$ cat src/rtl/mbx_pkg.sv
package mbx_pkg;
  typedef enum logic [1:0] {
    WIN_NONE = 2'd0,
    WIN_SET  = 2'd1,
    WIN_CLR  = 2'd2
  } win_e;
endpackage

$ cat src/rtl/mbx_decode.sv
module mbx_decode
  import mbx_pkg::*;
#(
  parameter int ADDR_W   = 12,
  parameter int NUM_BOX  = 16,
  parameter int SET_BASE = 128,
  parameter int CLR_BASE = 192,
  localparam int IDX_W   = $clog2(NUM_BOX),
  localparam int SPAN    = NUM_BOX * 4
) (
  input  logic [ADDR_W-1:0] addr,
  output win_e              win,
  output logic [IDX_W-1:0]  idx
);
  logic [31:0] a;
  logic [31:0] off;

  always_comb begin
    a   = 32'(addr);
    win = WIN_NONE;
    off = '0;
    if (a >= 32'(SET_BASE) && a < 32'(SET_BASE + SPAN)) begin
      win = WIN_SET;
      off = a - 32'(SET_BASE);
    end else if (a >= 32'(CLR_BASE) && a < 32'(CLR_BASE + SPAN)) begin
      win = WIN_CLR;
      off = a - 32'(CLR_BASE);
    end
    idx = off[IDX_W+1:2];
  end
endmodule

$ cat src/rtl/mbx_cell.sv
module mbx_cell #(
  parameter int DATA_W = 32
) (
  input  logic              clk,
  input  logic              rst_n,
  input  logic              set_en,
  input  logic              clr_en,
  input  logic [DATA_W-1:0] wdata,
  output logic [DATA_W-1:0] q,
  output logic              pending
);
  always_ff @(posedge clk or negedge rst_n) begin
    if (!rst_n) begin
      q <= '0;
    end else if (set_en) begin
      q <= q | wdata;
    end else if (clr_en) begin
      q <= q & ~wdata;
    end
  end

  assign pending = |q;
endmodule

$ cat src/rtl/mbx_rdmux.sv
module mbx_rdmux #(
  parameter int NUM_BOX = 16,
  parameter int DATA_W  = 32,
  localparam int IDX_W  = $clog2(NUM_BOX)
) (
  input  logic [NUM_BOX-1:0][DATA_W-1:0] boxes,
  input  logic [IDX_W-1:0]               idx,
  input  logic                           sel_valid,
  output logic [DATA_W-1:0]              data
);
  always_comb begin
    data = '0;
    if (sel_valid) data = boxes[idx];
  end
endmodule

$ cat src/rtl/mbx_bank.sv
module mbx_bank
  import mbx_pkg::*;
#(
  parameter int NUM_CORES    = 4,
  parameter int BOX_PER_CORE = 4,
  parameter int DATA_W       = 32,
  parameter int ADDR_W       = 12,
  parameter int SET_BASE     = 128,
  parameter int CLR_BASE     = 192,
  localparam int NUM_BOX     = NUM_CORES * BOX_PER_CORE,
  localparam int IDX_W       = $clog2(NUM_BOX)
) (
  input  logic               clk,
  input  logic               rst_n,
  input  logic               req_valid,
  input  logic               req_write,
  input  logic [ADDR_W-1:0]  req_addr,
  input  logic [DATA_W-1:0]  req_wdata,
  output logic               rsp_valid,
  output logic [DATA_W-1:0]  rsp_rdata,
  output logic [NUM_BOX-1:0] mbx_pending
);
  win_e                          win;
  logic [IDX_W-1:0]              idx;
  logic [NUM_BOX-1:0][DATA_W-1:0] boxes;
  logic                          wr_set, wr_clr, rd_acc, rd_clrwin;
  logic [DATA_W-1:0]             rd_data;

  mbx_decode #(
    .ADDR_W(ADDR_W), .NUM_BOX(NUM_BOX),
    .SET_BASE(SET_BASE), .CLR_BASE(CLR_BASE)
  ) u_dec (
    .addr(req_addr), .win(win), .idx(idx)
  );

  assign wr_set    = req_valid && req_write && (win == WIN_SET);
  assign wr_clr    = req_valid && req_write && (win == WIN_CLR);
  assign rd_acc    = req_valid && !req_write;
  assign rd_clrwin = rd_acc && (win == WIN_CLR);

  for (genvar c = 0; c < NUM_CORES; c++) begin : g_core
    for (genvar j = 0; j < BOX_PER_CORE; j++) begin : g_box
      localparam int K = c * BOX_PER_CORE + j;
      logic hit;
      assign hit = (idx == IDX_W'(K));
      mbx_cell #(.DATA_W(DATA_W)) u_cell (
        .clk(clk), .rst_n(rst_n),
        .set_en(wr_set && hit), .clr_en(wr_clr && hit),
        .wdata(req_wdata), .q(boxes[K]), .pending(mbx_pending[K])
      );
    end
  end

  mbx_rdmux #(.NUM_BOX(NUM_BOX), .DATA_W(DATA_W)) u_rd (
    .boxes(boxes), .idx(idx), .sel_valid(rd_clrwin), .data(rd_data)
  );

  always_ff @(posedge clk or negedge rst_n) begin
    if (!rst_n) begin
      rsp_valid <= 1'b0;
      rsp_rdata <= '0;
    end else begin
      rsp_valid <= rd_acc;
      if (rd_acc) rsp_rdata <= rd_data;
    end
  end
endmodule

$ cat config.mk
export PLATFORM = sky130hd
export DESIGN_NAME = mbx_bank
export DESIGN_NICKNAME = d
export VERILOG_FILES = /design/src/rtl/mbx_pkg.sv /design/src/rtl/mbx_decode.sv /design/src/rtl/mbx_cell.sv /design/src/rtl/mbx_rdmux.sv /design/src/rtl/mbx_bank.sv
export SDC_FILE = /design/constraint.sdc
export NUM_CORES = 1
export LEC_CHECK = 0
export CORE_ASPECT_RATIO = 0.75
export CORE_MARGIN = 4
export CORE_UTILIZATION = 64
export CTS_CLUSTER_SIZE = 10
export DETAILED_ROUTE_END_ITERATION = 7
export PLACE_DENSITY_LB_ADDON = 0.08
export SLEW_MARGIN = 5
export SYNTH_ARGS = -nofsm -noshare
export SYNTH_HDL_FRONTEND = slang
export SYNTH_SLANG_ARGS = --single-unit
$ cat constraint.sdc
create_clock -name clk -period 3.55 [get_ports clk]
set_clock_uncertainty 0.05 [all_clocks]
set_input_delay 0.71 -clock clk [delete_from_list [all_inputs] [get_ports clk]]
set_output_delay 0.71 -clock clk [all_outputs]
set_load 0.01 [all_outputs]
; Word-level counts from Yosys, hierarchy flattened
; Index checks and enable logic that the tools add are counted.
[word_totals]
latch_bits = 0
output_inout_bits = 49
register_bits = 545
ramBits = 0
in_bits = 48
rom_bits = 0
memories = 0
[classes]
n_lt_le_gt_ge = 5
eq_ne = 17
mul = 0
add_sub_neg = 2
n_reduce_logical = 73
shifts = 0
div_mod_pow = 0
bitwise = 33
muxes = 39
[ops]
columns = operator, count
row1 = $mux W32, 34
row2 = $and A32 B32 Y32, 16
row3 = $or A32 B32 Y32, 16
row4 = $reduce_or A32 Y1, 16
row5 = $bmux W32 S4, 1
row6 = $logic_and A1 B1 Y1, 39
row7 = $eq A4 B4 Y1 const B, 8
row8 = $not A32 Y32, 1
row9 = $reduce_bool A2 Y1, 16
row10 = $ge A12 B8 Y1 const B, 2
row11 = $eq A4 B3 Y1 const B, 4
row12 = $lt A12 B8 Y1 const B, 1
row13 = $lt A12 B9 Y1 const B, 1
row14 = $mux W6, 2
row15 = $sub A6 B1 Y6 const B, 2
row16 = $eq A4 B2 Y1 const B, 2
row17 = $lt A4 B5 Y1 const B, 1
row18 = $eq A4 B1 Y1 const B, 1
row19 = $logic_not A4 Y1, 1
row20 = $mux W2, 2
row21 = $eq A2 B1 Y1 const B, 1
row22 = $eq A2 B2 Y1 const B, 1
row23 = $logic_not A1 Y1, 1

; Logic depth before layout (Yosys ltp)
[depth]
ltp_word = 9
depth_mapped = 9
depth_no_buf = 6

; By module
; From an unflattened synthesis, not the netlist that was laid out.
[unflattened]
hier_cells = 2476
hier_area_um2 = 27312.4
[modules_own_cells]
columns = module, area_each_um2, instances, cells_each
row1 = mbx_cell, 1307.5, 16, 113
row2 = mbx_rdmux, 4590.7, 1, 531
row3 = mbx_bank, 1679.1, 1, 121
row4 = mbx_decode, 122.6, 1, 16

; Least setup slack after synthesis
; No wires, ideal clock.
[synth_path]
path_kind = input-to-reg
startpoint = in req_addr[11]
endpoint = reg rsp_rdata[12]
t_required_ps = 3379
setup_time_ps = 121
arrival_time_ps = 2361
path_stages = 7
setup_slack_ps = 1018
path_cell_list = or4_1 -> buf_2 -> clkbuf_1 -> o31a_1 -> a211oi_1 -> o21bai_1 -> a22o_1
[synth_between]
elab_chain_len = 7
word_cells_on_any_way = 15
cone_classes = order compare (4) / eq/ne (1) / mux (7) / reduce/logical (3)
[synth_lines]
columns = element, line
row1 = "start, declared", mbx_bank.sv:17  ; input logic [ADDR_W-1:0] req_addr,
row2 = $ge A12 B8 Y1 or $lt A12 B9 Y1 (tied branches), mbx_decode.sv:25  ; end else if (a >= 32'(CLR_BASE) && a < 32'(CLR_BASE + SPAN)) begin
row3 = $logic_and A1 B1 Y1, mbx_decode.sv:25
row4 = $mux W6 or $mux W2 (tied branches), mbx_decode.sv:25
row5 = $mux W6 or $mux W2 (tied branches), mbx_decode.sv:22  ; if (a >= 32'(SET_BASE) && a < 32'(SET_BASE + SPAN)) begin
row6 = $bmux W32 S4 or $eq A2 B2 Y1 (tied branches), "mbx_rdmux.sv:13, mbx_bank.sv:39"
row7 = $mux W32 (not written as such) or $logic_and A1 B1 Y1 (tied branches), "mbx_rdmux.sv:13, mbx_bank.sv:39"
row8 = $mux W32 (*), mbx_rdmux.sv:13  ; if (sel_valid) data = boxes[idx];
row9 = "end signal, assigned", mbx_bank.sv:64  ; if (rd_acc) rsp_rdata <= rd_data;
row10 = "end, declared", mbx_bank.sv:20  ; output logic [DATA_W-1:0] rsp_rdata,
; Every way passes the cells marked *; elsewhere a longest branch is shown, timed or not. The select of a mux whose other input is x is not followed.
; A chain may end at the register's enable or synchronous reset.

==> impl_table.tex <==
\begin{tabular}{lr}
\hline
Metric & Value \\
\hline
\multicolumn{2}{l}{\textbf{Run status}} \\
Run status & completed \\
\multicolumn{2}{l}{\textbf{Synthesis}} \\
Dominant cells by area after synthesis & sky130\_fd\_sc\_hd\_\_dfrtp\_1, sky130\_fd\_sc\_hd\_\_mux2i\_1, sky130\_fd\_sc\_hd\_\_nand2\_1, sky130\_fd\_sc\_hd\_\_inv\_1, sky130\_fd\_sc\_hd\_\_a31oi\_1 \\
Synth top cells by count & sky130\_fd\_sc\_hd\_\_dfrtp\_1, sky130\_fd\_sc\_hd\_\_nand2\_1, sky130\_fd\_sc\_hd\_\_mux2i\_1, sky130\_fd\_sc\_hd\_\_inv\_1, sky130\_fd\_sc\_hd\_\_clkbuf\_1 \\
Async set-or-reset flop fraction in the synthesized netlist & 1.00 \\
Cell variety after synth & 54 \\
Number of synthesis warnings & 0 \\
Total of flip-flops plus latches after synthesis & 545 \\
Number of flops mapped to enable cells by yosys & 0 \\
Most used standard cell by instance count after synthesis & sky130\_fd\_sc\_hd\_\_dfrtp\_1 \\
Largest area contributor in the netlist & sky130\_fd\_sc\_hd\_\_dfrtp\_1 \\
Syn\_area\_per\_cell & 9.50 µm² \\
Count of mapped cells out of synthesis & 2,955 \\
Syn Nets & 3,003 \\
Post-synth design cell area & 28,100 µm² \\
Most frequently used flop master after synthesis & sky130\_fd\_sc\_hd\_\_dfrtp\_1 \\
Yosys top cell area share & 0.486 \\
Proportion of synthesized chip area in sequential cells & 0.486 \\
\multicolumn{2}{l}{\textbf{Critical path}} \\
Largest fanout on the critical path & 3 \\
Category of the worst setup path capture point & output pin \\
Startpoint types & flip-flop \\
CP required & 2790 ps \\
Critical Path AT & 2740 ps \\
Type of the worst setup path & flip-flop to output pin \\
\multicolumn{2}{l}{\textbf{Layout}} \\
Area overhead of the layout relative to synthesis & 11.9\% \\
Final net count & 2,975 \\
Count of inserted antenna diode cells & 0 \\
Non-filler instance count after layout & 3,507 \\
Share of layout cells above drive strength 1 & 0.0932 \\
Number of filler instances in the final layout & 3,156 \\
\multicolumn{2}{l}{\textbf{Floorplan}} \\
I/O pin total & 97 \\
Die Height & 189 µm \\
Std-Cell Rows & 66 \\
Area of the die & 47,300 µm² \\
Core Footprint & 43,400 µm² \\
Die W & 250 µm \\
Initial core utilization & 0.647 \\
\multicolumn{2}{l}{\textbf{Power and ir drop}} \\
Pleak & 15.8 nW \\
Worst vdd ir & 0.388 mV \\
Pwr Density & 407 nW/µm² \\
\multicolumn{2}{l}{\textbf{Routing}} \\
Detailed Route WL & 86,500 µm \\
First-pass DRT Iterations & 5 \\
Drt wl/cell & 24.7 µm \\
Post-DRT Antenna Nets & 0 \\
Initial DRC Count & 2,932 \\
Vias & 23.7k \\
Post-detailed-route DRC marker count & 0 \\
Post-detailed-route via-to-cell ratio & 6.75 \\
\multicolumn{2}{l}{\textbf{Timing}} \\
Fin. Hold Viols & 0 \\
Slew margin rel. & 0.241 \\
Final Critical Period & 3500 ps \\
Final max-slew violation count & 0 \\
Setup-violating endpoint count in the final report & 0 \\
Slew at the pin closest to its max-slew limit & 1140 ps \\
Max Freq & 0.285 GHz \\
Final period util & 0.987 \\
Final Hold Slack & 16.9 ps \\
\multicolumn{2}{l}{\textbf{Global route}} \\
Largest net degree at the start of global routing & 155 \\
Global-route wire length before repair & 134,000 µm \\
Number of antenna violations at the first check in global routing & 1 \\
Overflow after GRT & 0 \\
Global Route Usage Sum & 0.359 \\
Via count of the first global-routing pass & 23.2k \\
\multicolumn{2}{l}{\textbf{Clock tree}} \\
Worst-Skew Late Latency & 600 ps \\
Clock transition at the registers of the reported paths & 60 ps \\
TritonCTS Buffers & 60 \\
H-tree lvl count & 2 \\
Clk root buf & sky130\_fd\_sc\_hd\_\_clkbuf\_16 \\
TritonCTS clock tree & done \\
Number of clock sinks & 545 \\
Max clock buf depth & 3 \\
Buffers inserted by post-CTS timing repair & 0 \\
\multicolumn{2}{l}{\textbf{Placed design}} \\
Buffers added on ports & 94 \\
Final GP Congestion & 0.930 \\
\# placed instances & 3,443 \\
Total half-perimeter wirelength after legalization and detailed placement & 57,300 µm \\
\multicolumn{2}{l}{\textbf{Flow run}} \\
Max-cap violation count & 0 \\
\multicolumn{2}{l}{\textbf{Hold path}} \\
Hold WC Path Type & input pin to asynchronous set/reset pin \\
\hline
\end{tabular}
-- where the power goes --
part | total [mW] | switching (mW) | internal (mW) | leakage (nW)
registers | 6.33 | 0.0547 | 6.27 | 6.24
logic | 1.07 | 0.746 | 0.323 | 8.79
clock network | 5.38 | 2.39 | 2.99 | 0.761
-- layout by cell type (no fill, tap or decap), types with 14 or more instances in the layout --
cell type,Yosys,routed
sky130_fd_sc_hd__dfrtp_1,545,545
sky130_fd_sc_hd__nand2_1,501,501
sky130_fd_sc_hd__mux2i_1,326,326
sky130_fd_sc_hd__inv_1,266,266
sky130_fd_sc_hd__a21oi_1,176,176
sky130_fd_sc_hd__a31oi_1,153,153
sky130_fd_sc_hd__o21ai_0,126,126
sky130_fd_sc_hd__nor4_1,129,113
sky130_fd_sc_hd__clkdlybuf4s50_1,0,89
sky130_fd_sc_hd__buf_4,16,78
sky130_fd_sc_hd__clkbuf_16,0,61
sky130_fd_sc_hd__nor2_1,58,52
sky130_fd_sc_hd__a2bb2oi_1,40,40
sky130_fd_sc_hd__nand4_1,37,37
sky130_fd_sc_hd__mux4_2,35,35
sky130_fd_sc_hd__a211oi_1,31,31
sky130_fd_sc_hd__o221ai_1,26,26
sky130_fd_sc_hd__buf_12,0,23
sky130_fd_sc_hd__o211ai_1,18,18
sky130_fd_sc_hd__or2_2,19,17
sky130_fd_sc_hd__o21ai_1,15,15
sky130_fd_sc_hd__o2bb2ai_1,15,15
sky130_fd_sc_hd__a22o_1,14,14
-- per-layer routing --
metal  global-route usage  vias to the layer above  share of wire
met1                0.504                    11636           0.39
met4                0.130                        2          0.044
met2                0.560                     1408           0.45
met3               0.0765                      294           0.11
li1                     -                    10328              -
met5                    0                        -        0.00013
-- timing repair --
action                                  CTS  global route
gates resized for setup                   6            18
endpoints found under the setup margin    5             8
hold buffers                              0             0
pin swaps                                 1             6
-- final timing paths --
path | slack (ps) | cells after the start | endpoint
hold reg to reg | 450 | 2 | flip-flop
setup reg to reg | 1670 | 5 | rsp_rdata[28]$_DFFE_PN0P_
min in group clk | 450 | 2 | flip-flop
max in group asynchronous | 2460 | 2 | asynchronous set/reset pin
setup / recovery | 50 | 4 | mbx_pending[3]
hold / removal | 20 | 1 | asynchronous set/reset pin
-- kinds of logic (layout without fill, tap and decap cells) --
family / count (synthesis) / count (layout) / share of synthesized area
AND/OR/NAND/NOR: 793 / 793 / 0.130
AO/OA/AOI/OAI: 696 / 696 / 0.158
buffers and inverters: 550 / 524 / 0.0780
flip-flops: 545 / 545 / 0.486
multiplexers: 371 / 371 / 0.148
-- final cells by class --
type	instances	area [µm²]	area share
sequential	545	13600	0.434
multi-input combinational	1860	12500	0.399
timing repair buffer	193	1980	0.0630
clock buffer	61	1530	0.0486
inverter	267	1000	0.0319
tap	578	723	0.0230
clock inverter	3	25.0	0.000797
-- critical path, cell delays in order, from the launching register on --
cell	delay, ps
sky130_fd_sc_hd__dfrtp_1	410
sky130_fd_sc_hd__nor4_1	410
sky130_fd_sc_hd__nand4_1	450
sky130_fd_sc_hd__or2_4	400
sky130_fd_sc_hd__clkdlybuf4s50_1	470
-- metrics by stage --
step / power (mW) / setup TNS, ps / utilization / setup WS [ps] / area [µm²]
floorplan: 6.97 / 0 / - / 1020 / 28100
global placement: 7.45 / 0 / 0.685 / 239 / 29700
detailed placement: 7.47 / 0 / 0.685 / 162 / 29700
CTS: 12.8 / 0 / 0.722 / 2.82 / 31300
global route: 13.2 / -13.1 / 0.725 / -13.1 / 31400
finish: 12.8 / 0 / 0.725 / 45.4 / 31400
Note: power is estimated with default switching activity, not from simulation.
